==> config.mk <==
export PLATFORM = sky130hd
export DESIGN_NAME = fgb_builder
export DESIGN_NICKNAME = d
export VERILOG_FILES = /design/src/rtl/fgb_pkg.sv /design/src/rtl/fgb_word_pick.sv /design/src/rtl/fgb_ctrl_dec.sv /design/src/rtl/fgb_builder.sv
export SDC_FILE = /design/constraint.sdc
export NUM_CORES = 2
export LEC_CHECK = 0
export BUFFER_PORTS_ARGS = -buffer_cell sky130_fd_sc_hd__buf_2
export CAP_MARGIN = 10
export CORE_AREA = 4 4 521 523
export CTS_CLUSTER_SIZE = 28
export DETAILED_ROUTE_END_ITERATION = 10
export DIE_AREA = 0 0 525 527
export PLACE_DENSITY_LB_ADDON = 0.05
export SYNTH_ARGS = -nofsm -noshare
export SYNTH_HDL_FRONTEND = slang
export SYNTH_SLANG_ARGS = --single-unit
==> constraint.sdc <==
create_clock -name clk -period 13.4 [get_ports clk]
set_input_delay 0 -clock clk [delete_from_list [all_inputs] [get_ports clk]]
set_output_delay 0 -clock clk [all_outputs]
set_load 0.02 [all_outputs]
==> src/rtl/fgb_pkg.sv <==
package fgb_pkg;
    localparam int INSN_BYTES = 4;
    localparam int INSN_BITS  = 32;
    localparam int OPC_HI     = 31;
    localparam int OPC_LO     = 26;
    localparam int OPC_W      = OPC_HI - OPC_LO + 1;
    // Bit n set means major opcode n is a control instruction.
    // Default: the jump group (0x1A) and all branch opcodes (0x30..0x3F).
    localparam logic [(1<<OPC_W)-1:0] CTRL_OPC_DEFAULT = 64'hFFFF_0000_0400_0000;
endpackage

==> src/rtl/fgb_word_pick.sv <==
module fgb_word_pick
    import fgb_pkg::*;
#(
    parameter int LINE_BYTES = 64,
    parameter int IDX_W      = 4
) (
    input  logic [LINE_BYTES*8-1:0] line_i,
    input  logic [IDX_W-1:0]        idx_i,
    output logic [INSN_BITS-1:0]    word_o
);
    // Word k occupies bits [32k+31:32k]; byte 4k is its least significant byte.
    always_comb begin
        word_o = line_i[{idx_i, 5'd0} +: INSN_BITS];
    end
endmodule

==> src/rtl/fgb_ctrl_dec.sv <==
module fgb_ctrl_dec
    import fgb_pkg::*;
#(
    parameter logic [(1<<OPC_W)-1:0] CTRL_OPC = CTRL_OPC_DEFAULT
) (
    input  logic [INSN_BITS-1:0] word_i,
    output logic                 is_ctrl_o
);
    logic [OPC_W-1:0] opc;

    always_comb begin
        opc       = word_i[OPC_HI:OPC_LO];
        is_ctrl_o = CTRL_OPC[opc];
    end
endmodule

==> src/rtl/fgb_builder.sv <==
module fgb_builder
    import fgb_pkg::*;
#(
    parameter int ADDR_W     = 32,
    parameter int LINE_BYTES = 64,
    parameter int WIDTH      = 4,
    parameter int SEQ_W      = 16,
    parameter int CNT_W      = 16,
    parameter logic [ADDR_W-1:0] RESET_PC = '0,
    parameter logic [(1<<OPC_W)-1:0] CTRL_OPC = CTRL_OPC_DEFAULT,
    localparam int CW    = $clog2(WIDTH + 1),
    localparam int OFF_W = $clog2(LINE_BYTES),
    localparam int WORDS = LINE_BYTES / INSN_BYTES,
    localparam int IDX_W = $clog2(WORDS)
) (
    input  logic                              clk,
    input  logic                              rst_n,
    input  logic                              go_i,
    input  logic                              fault_i,
    input  logic [ADDR_W-1:0]                 pc_i,
    input  logic [LINE_BYTES*8-1:0]           line_i,
    output logic [WIDTH-1:0]                  pred_req_o,
    output logic [WIDTH-1:0][ADDR_W-1:0]      pred_pc_o,
    input  logic [WIDTH-1:0]                  pred_taken_i,
    input  logic [WIDTH-1:0][ADDR_W-1:0]      pred_target_i,
    output logic [WIDTH-1:0]                  grp_vld_o,
    output logic [WIDTH-1:0][INSN_BITS-1:0]   grp_word_o,
    output logic [WIDTH-1:0][ADDR_W-1:0]      grp_pc_o,
    output logic [WIDTH-1:0][ADDR_W-1:0]      grp_npc_o,
    output logic [WIDTH-1:0][SEQ_W-1:0]       grp_seq_o,
    output logic [CW-1:0]                     grp_cnt_o,
    output logic [CNT_W-1:0]                  taken_cnt_o,
    output logic [ADDR_W-1:0]                 pc_out_o,
    output logic [ADDR_W-1:0]                 npc_out_o
);
    typedef struct packed {
        logic [WIDTH-1:0]                vld;
        logic [WIDTH-1:0][INSN_BITS-1:0] word;
        logic [WIDTH-1:0][ADDR_W-1:0]    pc;
        logic [WIDTH-1:0][ADDR_W-1:0]    npc;
        logic [WIDTH-1:0][SEQ_W-1:0]     seq;
        logic [CW-1:0]                   cnt;
        logic [SEQ_W-1:0]                seq_next;
        logic [CNT_W-1:0]                taken_cnt;
        logic [ADDR_W-1:0]               pc_out;
    } state_t;

    state_t st_d, st_q;

    logic [IDX_W-1:0]     widx;
    logic [INSN_BITS-1:0] words   [WIDTH];
    logic                 is_ctrl [WIDTH];

    assign widx = pc_i[OFF_W-1:$clog2(INSN_BYTES)];

    // One extractor and one opcode decoder per slot.
    for (genvar g = 0; g < WIDTH; g++) begin : g_slot
        fgb_word_pick #(
            .LINE_BYTES (LINE_BYTES),
            .IDX_W      (IDX_W)
        ) u_pick (
            .line_i (line_i),
            .idx_i  (widx + IDX_W'(g)),
            .word_o (words[g])
        );

        fgb_ctrl_dec #(
            .CTRL_OPC (CTRL_OPC)
        ) u_dec (
            .word_i    (words[g]),
            .is_ctrl_o (is_ctrl[g])
        );
    end

    always_comb begin
        logic              halt;
        logic              took;
        logic [SEQ_W-1:0]  seq_run;
        logic [ADDR_W-1:0] last_npc;
        logic [ADDR_W-1:0] slot_pc;
        logic [ADDR_W-1:0] slot_npc;

        st_d      = st_q;
        st_d.vld  = '0;
        st_d.word = '0;
        st_d.pc   = '0;
        st_d.npc  = '0;
        st_d.seq  = '0;
        st_d.cnt  = '0;

        pred_req_o = '0;
        halt       = !go_i || fault_i;
        took       = 1'b0;
        seq_run    = st_q.seq_next;
        last_npc   = st_q.pc_out;

        for (int i = 0; i < WIDTH; i++) begin
            slot_pc      = pc_i + ADDR_W'(INSN_BYTES * i);
            pred_pc_o[i] = slot_pc;
            slot_npc     = slot_pc + ADDR_W'(INSN_BYTES);
            if (!halt && (int'(widx) + i < WORDS)) begin
                if (is_ctrl[i]) begin
                    pred_req_o[i] = 1'b1;
                    if (pred_taken_i[i]) begin
                        slot_npc = pred_target_i[i];
                        halt     = 1'b1;
                        took     = 1'b1;
                    end
                end
                st_d.vld[i]  = 1'b1;
                st_d.word[i] = words[i];
                st_d.pc[i]   = slot_pc;
                st_d.npc[i]  = slot_npc;
                st_d.seq[i]  = seq_run;
                seq_run      = seq_run + SEQ_W'(1);
                last_npc     = slot_npc;
                st_d.cnt     = st_d.cnt + CW'(1);
            end
        end

        st_d.seq_next = seq_run;
        st_d.pc_out   = last_npc;
        if (took) begin
            st_d.taken_cnt = st_q.taken_cnt + CNT_W'(1);
        end
    end

    always_ff @(posedge clk) begin
        if (!rst_n) begin
            st_q        <= '0;
            st_q.pc_out <= RESET_PC;
        end else begin
            st_q <= st_d;
        end
    end

    assign grp_vld_o   = st_q.vld;
    assign grp_word_o  = st_q.word;
    assign grp_pc_o    = st_q.pc;
    assign grp_npc_o   = st_q.npc;
    assign grp_seq_o   = st_q.seq;
    assign grp_cnt_o   = st_q.cnt;
    assign taken_cnt_o = st_q.taken_cnt;
    assign pc_out_o    = st_q.pc_out;
    assign npc_out_o   = st_q.pc_out + ADDR_W'(INSN_BYTES);
endmodule

==> impl_summary.txt <==
----------------------------------------------------
[Finish]
  Filler Cell Count ... 29600
  Final Net Count ... around 5800
  Fraction of final layout cells with drive strength greater than 1 ... 43.9%
  Synth-to-layout area growth ... 34.0%

[Floorplan]
  Die outline area ... roughly 280000 µm²
  I/O pin total ... between 1000 and 1500
  Horizontal extent of the die ... approximately 530 µm
  Die height ... between 500 and 600 µm
  Row cnt ... 190
  Initial standard-cell utilization of the core ... between 15 and 20%
  Floorplan core area ... 267000 µm²

[Global routing]
  Met2 routing resource usage after global routing ... between 30% and 40%
  Global-route wire length before repair ... ~400000 µm
  Via count of the first global-routing pass ... between 40000 and 50000
  Total routing resource utilization after global routing ... about a fifth
  Global-route track usage on met1 ... approximately a quarter
  GRT Max-Usage Layer ... met2
  Initial antenna violation count ... just over 200
  Pin count of the biggest net entering global routing ... 80
  Total congestion overflow after global routing ... 0
  GR met3 Demand/Resource ... under 10%

[Route]
  Antenna Nets Post-Route ... 0
  Starting DRC count in detailed routing ... roughly 2500
  Average wire per cell in the routed design ... 34.4 µm
  Post-detailed-route via-to-cell ratio ... between 4 and 5
  Routed vias ... ~39000
  Pre-antenna DRT Iters ... 5
  Overall routed net length ... between 300000 and 400000 µm
  Residual DRC count ... 0

[Power]
  Net switching component of the power ... between 2 and 2.5 mW
  Maximum vdd drop ... about 0.094 mV
  Sequential share of power ... 28.0%
  Leakage Power ... roughly 23 nW
  Logic gate share of total power ... between 30% and 40%
  Total power of the final layout ... 6.00 mW
  Internal power summed over all cells ... about 3.8 mW
  Clk network pwr share ... 38.8%
  Power density relative to cell area ... 108 nW/µm²
  Net switching share of the total power ... 36.1%

[Synth]
  Warning count from the yosys run ... 0
  Average cell area after synthesis ... 10.4 µm²
  Top cell type by total area after synthesis ... mux4_2
  Area share of the largest cell type after synthesis ... about 33%
  Sequential area share after synthesis ... between 20% and 30%
  Most used flip-flop cell after synthesis ... dfxtp_1
  Total nets after synthesis ... about 4700
  Flip-flop and latch count after synthesis ... a little over 500
  Number of distinct library cells after synthesis ... between 90 and 100
  Number of standard cells after synthesis ... slightly below 4000
  Number of synthesized flops with an enable pin ... 0
  Leading cell types by total area after synthesis ... mux4_2 (33%), dfxtp_1 (25%), buf_4 (10%)
  Most repeated cell in the gate-level netlist after synthesis ... mux4_2
  Post-Synthesis Cell Area ... 41300 µm²
  Ranking of synthesized cells by instance count ... mux4_2 (613), buf_4 (550), dfxtp_1 (519), nor2_1 (395), clkbuf_1 (231)
  Async set-reset flop share out of synthesis ... 0%

[Place]
  Number of buffers added on ports ... 1346
  Post-DP HPWL ... between 200000 and 250000 µm
  Final weighted congestion in routability-driven placement ... 0.818

[Clocking]
  Depth of the CTS H-tree ... 3
  Clock buffer count from CTS ... between 80 and 90
  Clock tree root driver cell ... clkbuf_16
  Clock latency reported for the late side of the worst-skew pair ... approximately 0.69 ns
  Clock sink total ... just over 500
  TritonCTS clock tree ... yes
  Post-CTS setup buffer count ... 0
  CTS clk-pin slew, worst paths ... about 0.06 ns
  Number of buffers on the longest clock path ... 3

[Timing]
  Setup repair after global routing missed its margin ... no
  Worst max-slew margin expressed relative to the limit ... 13.2%
  Count of final max-slew check failures ... 0
  Total Negative Setup Slacks ... 0 ns
  Worst-Margin Slew ... ~1.3 ns
  Post-route fraction of the period consumed by the critical path ... approximately half
  Final number of setup-violating endpoints ... 0
  Highest Clock Rate ... 0.147 GHz
  Final Critical Period ... around 7 ns
  Worst setup skew after layout ... 0.0151 ns
  Final-report hold violation count ... 0

[Critical path]
  Critical Path End Type ... register
  Data arrival time of the critical path ... approximately 7.4 ns
  Crit path required time ... between 10 and 15 ns
  Element type at the critical path start ... input pin
  CP Max Fanout ... 50
  Worst Setup Path Type ... in -> reg

[Status]
  Outcome ... complete, no violations

[Job]
  # Max-Cap Violations ... 0

[Worst hold path]
  Type of the tightest min-delay check ... in -> reg

----------------------------------------------------
## registers in the layout (all words and copies together) (netlist names)
| name | cells |
|---|---|
| grp_vld_o | 4 |
| st_q | 16 |
| grp_npc_o | 128 |
| grp_seq_o | 64 |
| taken_cnt_o | 16 |
| grp_cnt_o | 3 |
| pc_out_o | 32 |
| grp_word_o | 128 |
| grp_pc_o | 128 |
## routing by layer
layer	share of wire [%]	wire (µm)
met5	0.28	838
met4	2.1	6230
met3	6.8	20500
met2	52	157000
met1	39	117000
## final timing paths
| check | from | end | slack [ns] | cells after the start |
|---|---|---|---|---|
| worst max-delay path | pc_i[4] | st_q[60]$_SDFF_PN0_ | 6.60 | 21 |
| worst min-delay path | rst_n | grp_pc_o[58]$_SDFF_PN0_ | 0.03 | 2 |
| worst max register to register | st_q[48]$_SDFF_PN0_ | st_q[63]$_SDFF_PN0_ | 7.83 | 13 |
| worst min register to register | taken_cnt_o[5]$_SDFFE_PN0P_ | taken_cnt_o[5]$_SDFFE_PN0P_ | 0.51 | 2 |
## repair_timing
action                                 CTS  global route
endpoints found under the hold margin  328             0
gates resized for setup                  0             0
setup endpoints to repair                0             0
hold buffers                           439             0
## through the flow
step | utilization (%) | instances | hold slack (ns) | area (µm²) | worst slack [ns]
finish | 20.7 | 8747 | 0.0350 | 55300 | 6.60
global route | 20.7 | 8699 | 0.0267 | 55200 | 5.95
CTS | 20.6 | 8677 | 0.00148 | 55100 | 6.27
detailed placement | 18.0 | 8096 | 0.266 | 47900 | 6.18
global placement | 18.0 | 8096 | 0.264 | 47900 | 6.20
floorplan | - | 3970 | 0.113 | 41300 | 6.97
## cell families (layout without fill, tap and decap cells)
kind of cell	count (synthesis)	after routing	synth area share (%)
AOI/OAI and AO/OA	386	386	6.08
xor gates and xnor gates	232	232	5.00
adders and majority gates	14	14	0.425
buffers and inverters	954	2109	13.9
DFF	519	519	25.2
muxes	678	678	35.1
other	0	70	0
and+or+nand+nor	1187	1187	14.3
## worst max-delay path, cell delays in order
cell and delay, ns:
dlygate4sd3_1 0.56, buf_8 0.41, ha_1 0.58, nand2_1 0.17, xor2_2 0.63, inv_4 0.42, buf_4 0.48, and3_1 0.26
a21oi_1 0.53, o2111ai_1 0.37, o211ai_1 0.58, nor2_4 0.06, buf_4 0.35, nor2_1 0.19, a21oi_1 0.10, inv_1 0.12
ha_1 0.15, nand2_1 0.20, or4b_1 0.64, o41ai_1 0.25, and3_1 0.18
## power by group through the flow
| stage | Combinational (mW) | Sequential (mW) | Clock, mW |
|---|---|---|---|
| final | 1.99 | 1.68 | 2.33 |
| after global routing | 2.12 | 1.69 | 2.48 |
| after CTS | 2.04 | 1.68 | 2.44 |
| after detailed placement | 1.84 | 1.71 | 0 |
| after global placement | 1.85 | 1.71 | 0 |
| after floorplan | 1.13 | 1.67 | 0 |
## final cells by class
class / instances / area [µm²] / area share, %
Sequential cell: 519 / 10400 / 18.8
Inverter: 94 / 375 / 0.679
Multi-Input combinational cell: 2497 / 25300 / 45.7
Clock inverter: 35 / 544 / 0.984
Tap cell: 3552 / 4440 / 8.04
Clock buffer: 107 / 2240 / 4.06
Antenna cell: 70 / 175 / 0.317
Timing Repair Buffer: 1873 / 11800 / 21.4
## cells in the final DEF (no fill, tap or decap), types with 81 or more instances in the layout
cell / Yosys / layout
mux4_2: 613 / 613
buf_2: 13 / 1341
a21oi_1: 81 / 81
buf_4: 550 / 89
clkbuf_16: 0 / 81
nand2_1: 216 / 210
dlygate4sd3_1: 0 / 439
xnor2_1: 155 / 153
o21ai_0: 117 / 117
and3_1: 195 / 195
dfxtp_1: 519 / 519
nor2_1: 395 / 394
inv_1: 86 / 83
No activity file was read; power rests on OpenSTA's default activity.
